$ cat src/rtl/ppdma_pkg.sv
package ppdma_pkg;
  localparam logic [2:0] OFF_CURA = 3'd0;
  localparam logic [2:0] OFF_ENDA = 3'd1;
  localparam logic [2:0] OFF_CTRL = 3'd4;
  localparam logic [2:0] OFF_STAT = 3'd5;

  // control bit positions; size code lives in [1:0]
  localparam int CB_EN  = 5;
  localparam int CB_DIR = 6;
  localparam int CB_CLR = 7;
  localparam logic [7:0] CTRL_KEEP = 8'h63;

  // status bit positions
  localparam int SB_SEL  = 0;
  localparam int SB_PEND = 1;
  localparam int SB_DRY  = 2;

  typedef enum logic [1:0] {X_IDLE, X_MEM, X_ACK} xfer_state_t;

  function automatic logic [2:0] step_bytes(input logic [1:0] code);
    case (code)
      2'd1:    step_bytes = 3'd1;
      2'd2:    step_bytes = 3'd2;
      default: step_bytes = 3'd4;
    endcase
  endfunction
endpackage

$ cat src/rtl/ppdma_regfile.sv
module ppdma_regfile
  import ppdma_pkg::*;
#(
  parameter int ADDR_W = 32
) (
  input  logic                   clk,
  input  logic                   rst,
  input  logic                   reg_we,
  input  logic [2:0]             reg_addr,
  input  logic [ADDR_W-1:0]      reg_wdata,
  output logic [ADDR_W-1:0]      reg_rdata,
  input  logic                   upd_en,
  input  logic                   upd_sel,
  input  logic [ADDR_W-1:0]      upd_addr,
  input  logic [2:0]             status_i,
  output logic [1:0][ADDR_W-1:0] cur_o,
  output logic [1:0][ADDR_W-1:0] end_o,
  output logic [1:0]             end_wr_o,
  output logic                   clr_o,
  output logic                   en_o,
  output logic                   dir_o,
  output logic [1:0]             size_o
);
  logic [1:0][ADDR_W-1:0] cur_q, end_q;
  logic [7:0]             ctrl_q;

  // per-set write decode: set s sits at OFF_CURA + 2*s and OFF_ENDA + 2*s
  for (genvar s = 0; s < 2; s++) begin : g_set_dec
    assign end_wr_o[s] = reg_we && (reg_addr == OFF_ENDA + 3'(2*s));
  end

  assign clr_o = reg_we && (reg_addr == OFF_CTRL) && reg_wdata[CB_CLR];

  always_ff @(posedge clk) begin
    if (rst) begin
      cur_q  <= '0;
      end_q  <= '0;
      ctrl_q <= '0;
    end else begin
      for (int s = 0; s < 2; s++) begin
        // a software write wins over the engine's advance
        if (reg_we && (reg_addr == OFF_CURA + 3'(2*s)))
          cur_q[s] <= reg_wdata;
        else if (upd_en && (upd_sel == 1'(s)))
          cur_q[s] <= upd_addr;
        if (end_wr_o[s])
          end_q[s] <= reg_wdata;
      end
      if (reg_we && (reg_addr == OFF_CTRL))
        ctrl_q <= reg_wdata[7:0] & CTRL_KEEP;
    end
  end

  always_ff @(posedge clk) begin
    if (rst) begin
      reg_rdata <= '0;
    end else begin
      case (reg_addr)
        3'd0:     reg_rdata <= cur_q[0];
        3'd1:     reg_rdata <= end_q[0];
        3'd2:     reg_rdata <= cur_q[1];
        3'd3:     reg_rdata <= end_q[1];
        OFF_CTRL: reg_rdata <= {{(ADDR_W-8){1'b0}}, ctrl_q};
        OFF_STAT: reg_rdata <= {{(ADDR_W-3){1'b0}}, status_i};
        default:  reg_rdata <= '0;
      endcase
    end
  end

  assign cur_o  = cur_q;
  assign end_o  = end_q;
  assign en_o   = ctrl_q[CB_EN];
  assign dir_o  = ctrl_q[CB_DIR];
  assign size_o = ctrl_q[1:0];
endmodule

$ cat src/rtl/ppdma_engine.sv
module ppdma_engine
  import ppdma_pkg::*;
#(
  parameter int ADDR_W = 32,
  parameter int DATA_W = 16,
  parameter int PAGE_W = 12
) (
  input  logic                   clk,
  input  logic                   rst,
  input  logic                   clr,
  input  logic                   en,
  input  logic                   dir,
  input  logic [1:0]             size_code,
  input  logic [1:0]             end_wr,
  input  logic [1:0][ADDR_W-1:0] cur_i,
  input  logic [1:0][ADDR_W-1:0] end_i,
  input  logic                   per_req,
  input  logic [DATA_W-1:0]      per_rdata,
  input  logic [DATA_W-1:0]      mem_rdata,
  input  logic                   mem_ack,
  output logic                   upd_en,
  output logic                   upd_sel,
  output logic [ADDR_W-1:0]      upd_addr,
  output logic [2:0]             status_o,
  output logic                   per_ack,
  output logic [DATA_W-1:0]      per_wdata,
  output logic                   mem_req,
  output logic                   mem_we,
  output logic [ADDR_W-1:0]      mem_addr,
  output logic [DATA_W-1:0]      mem_wdata,
  output logic                   irq
);
  localparam int FIELD_W = ADDR_W - 2;
  localparam int BIT_L   = ADDR_W - 1;
  localparam int BIT_S   = ADDR_W - 2;

  xfer_state_t       xs;
  logic [1:0]        valid_q;
  logic              sel_q;
  logic              stop_q;
  logic [ADDR_W-1:0] act_cur, act_end, nxt_addr;
  logic              running, last_hit, done_evt, dry, pend;

  assign act_cur  = cur_i[sel_q];
  assign act_end  = end_i[sel_q];
  assign running  = en && valid_q[sel_q] && !stop_q;
  assign last_hit = (act_cur[FIELD_W-1:0] == act_end[FIELD_W-1:0]) || act_end[BIT_L];
  assign done_evt = (xs == X_MEM) && mem_ack;
  assign nxt_addr = {act_cur[ADDR_W-1:PAGE_W],
                     act_cur[PAGE_W-1:0] + PAGE_W'(step_bytes(size_code))};

  assign upd_en   = done_evt && !last_hit;
  assign upd_sel  = sel_q;
  assign upd_addr = nxt_addr;

  assign dry  = stop_q || !valid_q[sel_q];
  assign pend = stop_q || !(&valid_q);
  always_comb begin
    status_o          = '0;
    status_o[SB_SEL]  = sel_q;
    status_o[SB_PEND] = pend;
    status_o[SB_DRY]  = dry;
  end

  always_ff @(posedge clk) begin
    if (rst || clr) begin
      xs        <= X_IDLE;
      valid_q   <= '0;
      sel_q     <= 1'b0;
      stop_q    <= 1'b0;
      mem_req   <= 1'b0;
      mem_we    <= 1'b0;
      mem_addr  <= '0;
      mem_wdata <= '0;
      per_ack   <= 1'b0;
      per_wdata <= '0;
    end else begin
      per_ack <= 1'b0;
      case (xs)
        X_IDLE: begin
          if (running && per_req) begin
            mem_req   <= 1'b1;
            mem_we    <= dir;
            mem_addr  <= act_cur;
            mem_wdata <= per_rdata;
            xs        <= X_MEM;
          end
        end
        X_MEM: begin
          if (mem_ack) begin
            mem_req <= 1'b0;
            mem_we  <= 1'b0;
            per_ack <= 1'b1;
            if (!mem_we) per_wdata <= mem_rdata;
            if (last_hit) begin
              valid_q[sel_q] <= 1'b0;
              sel_q          <= ~sel_q;
              if (act_end[BIT_S]) stop_q <= 1'b1;
            end
            xs <= X_ACK;
          end
        end
        default: xs <= X_IDLE;
      endcase
      // a refill wins over the same-cycle completion of that set
      for (int s = 0; s < 2; s++)
        if (end_wr[s]) valid_q[s] <= 1'b1;
    end
  end

  always_ff @(posedge clk) begin
    if (rst) irq <= 1'b0;
    else     irq <= pend && en;
  end

  p_req_hold_r3: assert property (@(posedge clk) disable iff (rst)
    (mem_req && !mem_ack && !clr) |=> (mem_req && $stable(mem_addr)));

  p_start_gated_r3: assert property (@(posedge clk) disable iff (rst)
    $rose(mem_req) |-> $past(en && per_req && !stop_q && valid_q[sel_q]));

  p_ack_pulse_r3: assert property (@(posedge clk) disable iff (rst)
    per_ack |=> !per_ack);

  p_dry_no_start_r9: assert property (@(posedge clk) disable iff (rst)
    (status_o[SB_DRY] && !mem_req) |=> !mem_req);

  p_stop_sticky_r11: assert property (@(posedge clk) disable iff (rst)
    (stop_q && !clr) |=> stop_q);

  p_page_wrap_r6: assert property (@(posedge clk) disable iff (rst)
    upd_en |-> (upd_addr[ADDR_W-1:PAGE_W] == mem_addr[ADDR_W-1:PAGE_W]));
endmodule

$ cat src/rtl/pingpong_dma_chan.sv
module pingpong_dma_chan
  import ppdma_pkg::*;
#(
  parameter int ADDR_W = 32,
  parameter int DATA_W = 16,
  parameter int PAGE_W = 12
) (
  input  logic              clk,
  input  logic              rst,
  input  logic              reg_we,
  input  logic [2:0]        reg_addr,
  input  logic [ADDR_W-1:0] reg_wdata,
  output logic [ADDR_W-1:0] reg_rdata,
  input  logic              per_req,
  output logic              per_ack,
  input  logic [DATA_W-1:0] per_rdata,
  output logic [DATA_W-1:0] per_wdata,
  output logic              mem_req,
  output logic              mem_we,
  output logic [ADDR_W-1:0] mem_addr,
  output logic [DATA_W-1:0] mem_wdata,
  input  logic [DATA_W-1:0] mem_rdata,
  input  logic              mem_ack,
  output logic              irq
);
  logic [1:0][ADDR_W-1:0] cur_w, end_w;
  logic [1:0]             end_wr_w;
  logic                   clr_w, en_w, dir_w;
  logic [1:0]             size_w;
  logic                   upd_en_w, upd_sel_w;
  logic [ADDR_W-1:0]      upd_addr_w;
  logic [2:0]             status_w;

  ppdma_regfile #(.ADDR_W(ADDR_W)) u_regs (
    .clk      (clk),
    .rst      (rst),
    .reg_we   (reg_we),
    .reg_addr (reg_addr),
    .reg_wdata(reg_wdata),
    .reg_rdata(reg_rdata),
    .upd_en   (upd_en_w),
    .upd_sel  (upd_sel_w),
    .upd_addr (upd_addr_w),
    .status_i (status_w),
    .cur_o    (cur_w),
    .end_o    (end_w),
    .end_wr_o (end_wr_w),
    .clr_o    (clr_w),
    .en_o     (en_w),
    .dir_o    (dir_w),
    .size_o   (size_w)
  );

  ppdma_engine #(.ADDR_W(ADDR_W), .DATA_W(DATA_W), .PAGE_W(PAGE_W)) u_eng (
    .clk      (clk),
    .rst      (rst),
    .clr      (clr_w),
    .en       (en_w),
    .dir      (dir_w),
    .size_code(size_w),
    .end_wr   (end_wr_w),
    .cur_i    (cur_w),
    .end_i    (end_w),
    .per_req  (per_req),
    .per_rdata(per_rdata),
    .mem_rdata(mem_rdata),
    .mem_ack  (mem_ack),
    .upd_en   (upd_en_w),
    .upd_sel  (upd_sel_w),
    .upd_addr (upd_addr_w),
    .status_o (status_w),
    .per_ack  (per_ack),
    .per_wdata(per_wdata),
    .mem_req  (mem_req),
    .mem_we   (mem_we),
    .mem_addr (mem_addr),
    .mem_wdata(mem_wdata),
    .irq      (irq)
  );
endmodule

$ cat config.mk
export PLATFORM = sky130hd
export DESIGN_NAME = pingpong_dma_chan
export DESIGN_NICKNAME = d
export VERILOG_FILES = /design/src/rtl/ppdma_pkg.sv /design/src/rtl/ppdma_regfile.sv /design/src/rtl/ppdma_engine.sv /design/src/rtl/pingpong_dma_chan.sv
export SDC_FILE = /design/constraint.sdc
export NUM_CORES = 1
export LEC_CHECK = 0
export BUFFER_PORTS_ARGS = -buffer_cell sky130_fd_sc_hd__buf_4
export CAP_MARGIN = 30
export CORE_ASPECT_RATIO = 0.6
export CORE_MARGIN = 2
export CORE_UTILIZATION = 60
export DETAILED_ROUTE_END_ITERATION = 8
export PLACE_DENSITY = 0.83
export SLEW_MARGIN = 10
export SYNTH_ARGS = -nofsm -noshare
export SYNTH_HDL_FRONTEND = slang
export SYNTH_HIERARCHICAL = 1
export SYNTH_SLANG_ARGS = --single-unit
$ cat constraint.sdc
create_clock -name clk -period 6.5 [get_ports clk]
set_clock_uncertainty 0.2 [all_clocks]
set_input_delay 0.325 -clock clk [delete_from_list [all_inputs] [get_ports clk]]
set_output_delay 0.325 -clock clk [all_outputs]
set_load 0.005 [all_outputs]
Yosys cells after proc, flatten, opt, wreduce, memory -nomap -nowiden --
Cells that the tools add are included. W data, S select, Z words.
Word-level totals: input bits 72, bits in registers 238, word-level logic and storage cells 109, output and inout port bits 100
Operators by class: reductions and logical operators 44, order comparisons 2, equal/unequal tests 11, bitwise logic cells 5, add/subtract/negate cells 1, mux-type cells 28
Operators by type and width (count):
- $mux W32 | 8
- $pmux W32 S6 | 1
- $eq A30 B30 Y1 | 1
- $reduce_bool A2 Y1 | 9
- $logic_and A1 B1 Y1 | 15
- $reduce_and A3 Y1 | 5
- $add A12 B3 Y12 | 1
- $mux W2 | 5
- $mux W1 | 9
- $eq A3 B2 Y1 const B | 2
- $eq A3 B3 Y1 const B | 2
- $pmux W3 S2 | 1
- $reduce_and A2 Y1 | 3
- $eq A2 B1 Y1 const B | 2
- $logic_not A1 Y1 | 4
- $logic_or A1 B1 Y1 | 4
- $pmux W1 S2 | 2
- $pmux W2 S2 | 1
- $reduce_and A4 Y1 | 1
- $eq A3 B1 Y1 const B | 1
- $logic_not A3 Y1 | 1
- $not A1 Y1 | 3
- $and A2 B2 Y2 | 1
- $eq A2 B2 Y1 const B | 1
- other kinds (8) | 8

Longest topological paths before layout --
word-level depth 10, gate-level depth with buffers 14, depth with buffers taken out 11

Hierarchy --
The synthesis kept the hierarchy.
By module, submodules not included:
- ppdma_regfile | sequential area each 3283.1 um^2, cells an instance 815, area each 7264.5 um^2, times used 1
- ppdma_engine | sequential area each 1481.4 um^2, cells an instance 505, area each 4152.7 um^2, times used 1

Least setup slack after synthesis --
OpenSTA, ideal clock, no wires.
kind reg2reg, start register u_eng.sel_q (netlist: u_eng/upd_sel), end register u_regs.cur_q, in the netlist u_regs/cur_o[38], buffers on the path 4, cell stages (with the launch flop) 15, library setup time 0.091 ns, clock period less this slack 3.200 ns, data required time 6.209 ns, arrival time 2.909 ns, setup slack 3.300 ns, path through dfxtp_1 -> buf_6 -> buf_6 -> buf_2 -> buf_2 -> mux2_2 -> ha_1 -> fa_1 -> a21oi_1 -> nor2_1 -> nand2_1 -> xor2_1 -> mux2i_1 -> nand3_1 -> a311oi_1
On the way: elaborated cells between the ends (all ways) 13, those cells by class add/sub (1); eq/ne (1); mux (6); reduce/logical (5)
RTL lines:
- start, declared | line ppdma_engine.sv:39 | logic sel_q;
- start signal, assigned | line ppdma_engine.sv:97 | sel_q <= ~sel_q;
- $mux W32 (implied by the code) (2 in series) | line ppdma_engine.sv:44 | assign act_cur = cur_i[sel_q];
- named net u_eng.act_cur[0] | line ppdma_engine.sv:41 | logic [ADDR_W-1:0] act_cur, act_end, nxt_addr;
- $add A12 B3 Y12 | line ppdma_engine.sv:50 | act_cur[PAGE_W-1:0] + PAGE_W'(step_bytes(size_code))};
- named net upd_addr_w[6] | line pingpong_dma_chan.sv:31 | logic [ADDR_W-1:0] upd_addr_w;
- $mux W32 | line ppdma_regfile.sv:44 | else if (upd_en && (upd_sel == 1'(s)))
- $mux W32 | line ppdma_regfile.sv:42 | if (reg_we && (reg_addr == OFF_CURA + 3'(2*s)))
- end signal, assigned by index | line ppdma_regfile.sv:43 | cur_q[s] <= reg_wdata;
- end signal, assigned by index | line ppdma_regfile.sv:45 | cur_q[s] <= upd_addr;
- end, declared | line ppdma_regfile.sv:24 | logic [1:0][ADDR_W-1:0] cur_q, end_q;
The timed path passes the listed nets, and every way through them passes these cells. The select of a mux whose other input is x is not followed. A chain may end at the register's enable or synchronous reset.

Worst setup path after layout --
start register u_eng.sel_q (netlist: u_eng/upd_sel), end register u_regs.cur_q, in the netlist u_regs/cur_o[1]
On the way: word-level cells in the longest chain between the ends 8, elaborated cells between the ends (all ways) 14, those cells by class add/sub (1); eq/ne (1); mux (6); bitwise (1); reduce/logical (5)
RTL lines:
- $mux W32, on equally long branches (2 in series) | line ppdma_engine.sv:44, ppdma_engine.sv:45
- $eq A30 B30 Y1 | line ppdma_engine.sv:47 | assign last_hit = (act_cur[FIELD_W-1:0] == act_end[FIELD_W-1:0]) || act_end[BIT_L];
- $logic_or A1 B1 Y1 (*) | line ppdma_engine.sv:47
- $logic_not A1 Y1 (*) | line ppdma_engine.sv:52 | assign upd_en = done_evt && !last_hit;
- $logic_and A1 B1 Y1 (*) | line ppdma_engine.sv:52
- named net upd_en_w | line pingpong_dma_chan.sv:30 | logic upd_en_w, upd_sel_w;
- $logic_and A1 B1 Y1 (*) | line ppdma_regfile.sv:44
- $reduce_bool A2 Y1 (no line) (*)
The timed path passes the listed nets; every way through them passes the cells marked *. The select of a mux whose other input is x is not followed.

==> impl_metrics.toml <==
[drt]
wirelength_um = 34700
route.antenna.remaining_nets = 0
remaining_drc_errors = 0
firstDrtPassIters = 5
viasPerCell = 6.03
overall_via_count_from_detail_route = 10400
drt_first_iter_violations = 1401
wl_per_cell_um = 20.1

[worst_hold_path]
hold_path_class = "input port to flip-flop"
timing.hold.worst_endpoint = "u_regs/reg_rdata[2]$_SDFF_PP0_"
hold-path-cell-count = 2
worst_hold_startpoint = "reg_addr[1]"

[power_and_ir_drop]
seqPwrFrac = 0.487
power.net_switching_mw = 0.749
power-per-cell-area_nw_per_um2 = 224
irDropWorstVdd_v = 0.000194
leakagePower_nw = 5.09
power.share.combinational = 0.093
power.internal_mw = 2.35
net_switching_fraction_of_the_power = 0.242
clock_power_share = 0.419

[placement]
post-place-ws_ns = 2.35
buffer_ports.inserted = 171
detailedPlacementHpwl_um = 21200
place_area_um2 = 12500
place.gp.congestion = 0.889

[cells_and_area]
fin_area_um2 = 13900
post-route-util = 0.736
ant_cells = 0
relative_area_change_from_synthesis_to_final_layout_pct = 21.4
fin_nets = 1550
share_of_final_layout_standard_cells_stronger_than_drive_strength_1 = 0.204

[timing]
maxSlewHeadroom = 0.340
totalNegativeSetupSlack_ns = 0
finalCriticalPeriod_ns = 4.37
fmax_mhz = 229
final_count_of_hold_timing_violations = 0
hold-worst-slack_ns = 0.0641
maxSlewViolCount = 0
worst_pin_slew_ns = 0.990
timing.final.setup_violations = 0
timing.final.ws_setup_ns = 2.13
final.period_utilization = 0.672
rsz_0062_raised_after_global_routing = "no"

[floorplan]
die_area_um2 = 20200
ios = 172
die_h_um = 111
floorplan.initialDensity = 0.606
std_cell_rows = 39
placeableCoreArea_um2 = 18800
fp.dieW_um = 182

[global_routing]
grt_pass1_wl_um = 54200
grt_antenna_before_repair = 1
overflow = 0
track_usage = 0.335
number_of_global_route_vias_before_repair = 10000
pin_count_of_the_biggest_net_entering_global_routing = 79

[clocking]
root_cell_of_the_clock_tree = "clkbuf_16"
postCtsResizedCells = 0
clock_tree.htree_level_count = 1
cts_buffer_depth = 3
clock_latency_ns = 0.52
tritoncts = "done"
tritoncts_num_sinks = 238
number_of_clock_buffers_inserted_by_tritoncts = 22
clk_transition_reported_paths_ns = 0.07

[synth]
synthDominantAreaCellType = "dfxtp_1"
post_synth_inst_count = 1320
ys_top_cells_by_area = "dfxtp_1 42%, mux2i_1 9.6%, nand2_1 9.0%"
postSynthNetCount = 1398
synth_enable_flop_cells = 0
post-synth-top-count-cell = "nand2_1"
synth_flop_cell = "dfxtp_1"
mappedNetlistArea_um2 = 11400
ys_warn_count = 6
synth.cells.most_frequent = "274 x nand2_1, 238 x dfxtp_1, 129 x a21oi_1"
synth.yosys.seq_area_share = 0.417
share_of_flip_flops_with_an_asynchronous_set_or_reset_after_synthesis = 0
ys_types = 51
netlist.area_leader.share = 0.417
syn_avg_cell_area_um2 = 8.65
ys_seq_elements = 238

[worst_setup_path]
critical_path.slowest_cell = "dfxtp_4"
critical_path_buf_inv_count = 1
worst_path_largest_cell_delay_ns = 0.91
worstPathRequired_ns = 6.65
r2r_setup_slack_ns = 2.13
timing.critical_path.max_delay_family = "simple AND/OR/NAND/NOR gates"
timing.rr.end = "u_regs/cur_o[1]$_SDFFE_PP0P_"
timing.critical_path.arrival_ns = 4.52
end_kind = "flip-flop"
crit_fanout = 60
most_numerous_cell_on_the_critical_path = "mux2i_1"
start_kind = "flip-flop"
path_cells = "mux2i_1, xor2_1, nor4_2, nand3_1, nor2_1, nor3_2, nor2b_4, buf_4, mux2i_1, a211oi_2"
timing.reg2reg.worst_path_depth = 10
reg2reg_from = "u_eng/upd_sel$_SDFFE_PP0P_"
crit_path_kind = "flip-flop to flip-flop"

[job]
drv_cap = 0

[status]
outcome = "finished, final reports clean"
==> timing repair <==
action                                 4_1_cts  5_1_grt
endpoints found under the hold margin      165        0
setup buffers                                0        0
hold buffers                                66        0
==> placed cells by master, fill, tap and decap left out, types with 3 or more instances in the layout <==
cell type / netlist / routed
nand2_1: 274 / 274
dfxtp_1: 238 / 237
buf_4: 28 / 189
a21oi_1: 129 / 129
mux2i_1: 109 / 109
nor2_1: 100 / 99
dlygate4sd3_1: 0 / 66
xnor2_1: 54 / 54
nand3_1: 40 / 40
a211oi_2: 32 / 32
a311oi_1: 32 / 32
mux2_2: 27 / 27
o22ai_1: 27 / 27
and2_1: 27 / 27
clkbuf_16: 0 / 23
xor2_1: 11 / 11
nand4_1: 10 / 10
nor3_1: 8 / 7
a211oi_1: 7 / 7
nand2b_1: 6 / 6
or2_2: 6 / 6
clkbuf_8: 0 / 5
inv_1: 5 / 5
nand3b_1: 5 / 5
ha_1: 5 / 5
clkinv_2: 0 / 4
clkbuf_1: 55 / 3
nor3b_1: 3 / 3
mux4_2: 3 / 3
o32ai_1: 3 / 3
==> metrics by stage <==
stage          total power [mW]  std cells
6_report                   3.10       1730
4_1_cts                    3.09       1729
5_1_grt                    3.19       1730
2_1_floorplan              1.69       1320
3_3_place_gp               1.78       1627
3_5_place_dp               1.79       1627
==> cell families after synthesis <==
| family | count (synthesis) | synth area share |
|---|---|---|
| xor gates and xnor gates | 65 | 0.0499 |
| AOI/OAI and AO/OA | 242 | 0.146 |
| DFF | 238 | 0.417 |
| adders and majority gates | 6 | 0.00723 |
| buffers and inverters | 134 | 0.0621 |
| muxes | 140 | 0.129 |
| and+or+nand+nor | 495 | 0.188 |
==> worst max-delay path by stage <==
| stage | endpoint | from | depth (start not counted) | slack (ns) |
|---|---|---|---|---|
| CTS | u_regs/cur_o[5]$_SDFFE_PP0P_ | u_eng/upd_sel$_SDFFE_PP0P_ | 10 | 2.29 |
| floorplan | u_regs/cur_o[38]$_SDFFE_PP0P_ | u_eng/upd_sel$_SDFFE_PP0P_ | 14 | 3.30 |
| global placement | u_regs/cur_o[8]$_SDFFE_PP0P_ | u_eng/upd_sel$_SDFFE_PP0P_ | 10 | 2.49 |
| detailed placement | u_regs/cur_o[5]$_SDFFE_PP0P_ | u_eng/upd_sel$_SDFFE_PP0P_ | 10 | 2.35 |
| finish | u_regs/cur_o[1]$_SDFFE_PP0P_ | u_eng/upd_sel$_SDFFE_PP0P_ | 10 | 2.13 |
| global route | u_regs/cur_o[1]$_SDFFE_PP0P_ | u_eng/upd_sel$_SDFFE_PP0P_ | 10 | 1.95 |
==> sequential cells by signal (all words and copies together) (netlist names) <==
| signal | flops |
|---|---|
| u_eng/irq | 1 |
| u_eng/mem_addr | 32 |
| u_eng/mem_req | 1 |
| u_eng/mem_wdata | 16 |
| u_eng/mem_we | 1 |
| u_eng/per_ack | 1 |
| u_eng/per_wdata | 16 |
| u_eng/stop_q | 1 |
| u_eng/upd_sel | 1 |
| u_eng/valid_q | 2 |
| u_eng/xs | 2 |
| u_regs/ctrl_q | 4 |
| u_regs/cur_o | 64 |
| u_regs/end_o | 64 |
| u_regs/reg_rdata | 32 |
==> per-layer routing <==
| layer | track usage | routed length, µm |
|---|---|---|
| met5 | 0 | 13 |
| met1 | 0.466 | 14600 |
| met2 | 0.517 | 15100 |
| met3 | 0.0828 | 3980 |
| met4 | 0.100 | 1000 |
==> power by group through the flow <==
stage,registers [mW],logic [mW],clock network (mW)
after global routing,1.51,0.305,1.37
after floorplan,1.53,0.158,0
after global placement,1.54,0.242,0
after CTS,1.51,0.279,1.30
final,1.51,0.289,1.30
after detailed placement,1.54,0.245,0
==> layout make-up <==
type	instances	area, µm²
Timing Repair Buffer	255	2080
Inverter	7	26.3
Multi-Input combinational cell	948	5970
Clock inverter	5	50.0
Clock buffer	31	656
Fill cell	1306	4980
Tap cell	246	308
Sequential cell	238	4770
Power figures use the tool's default switching activity.
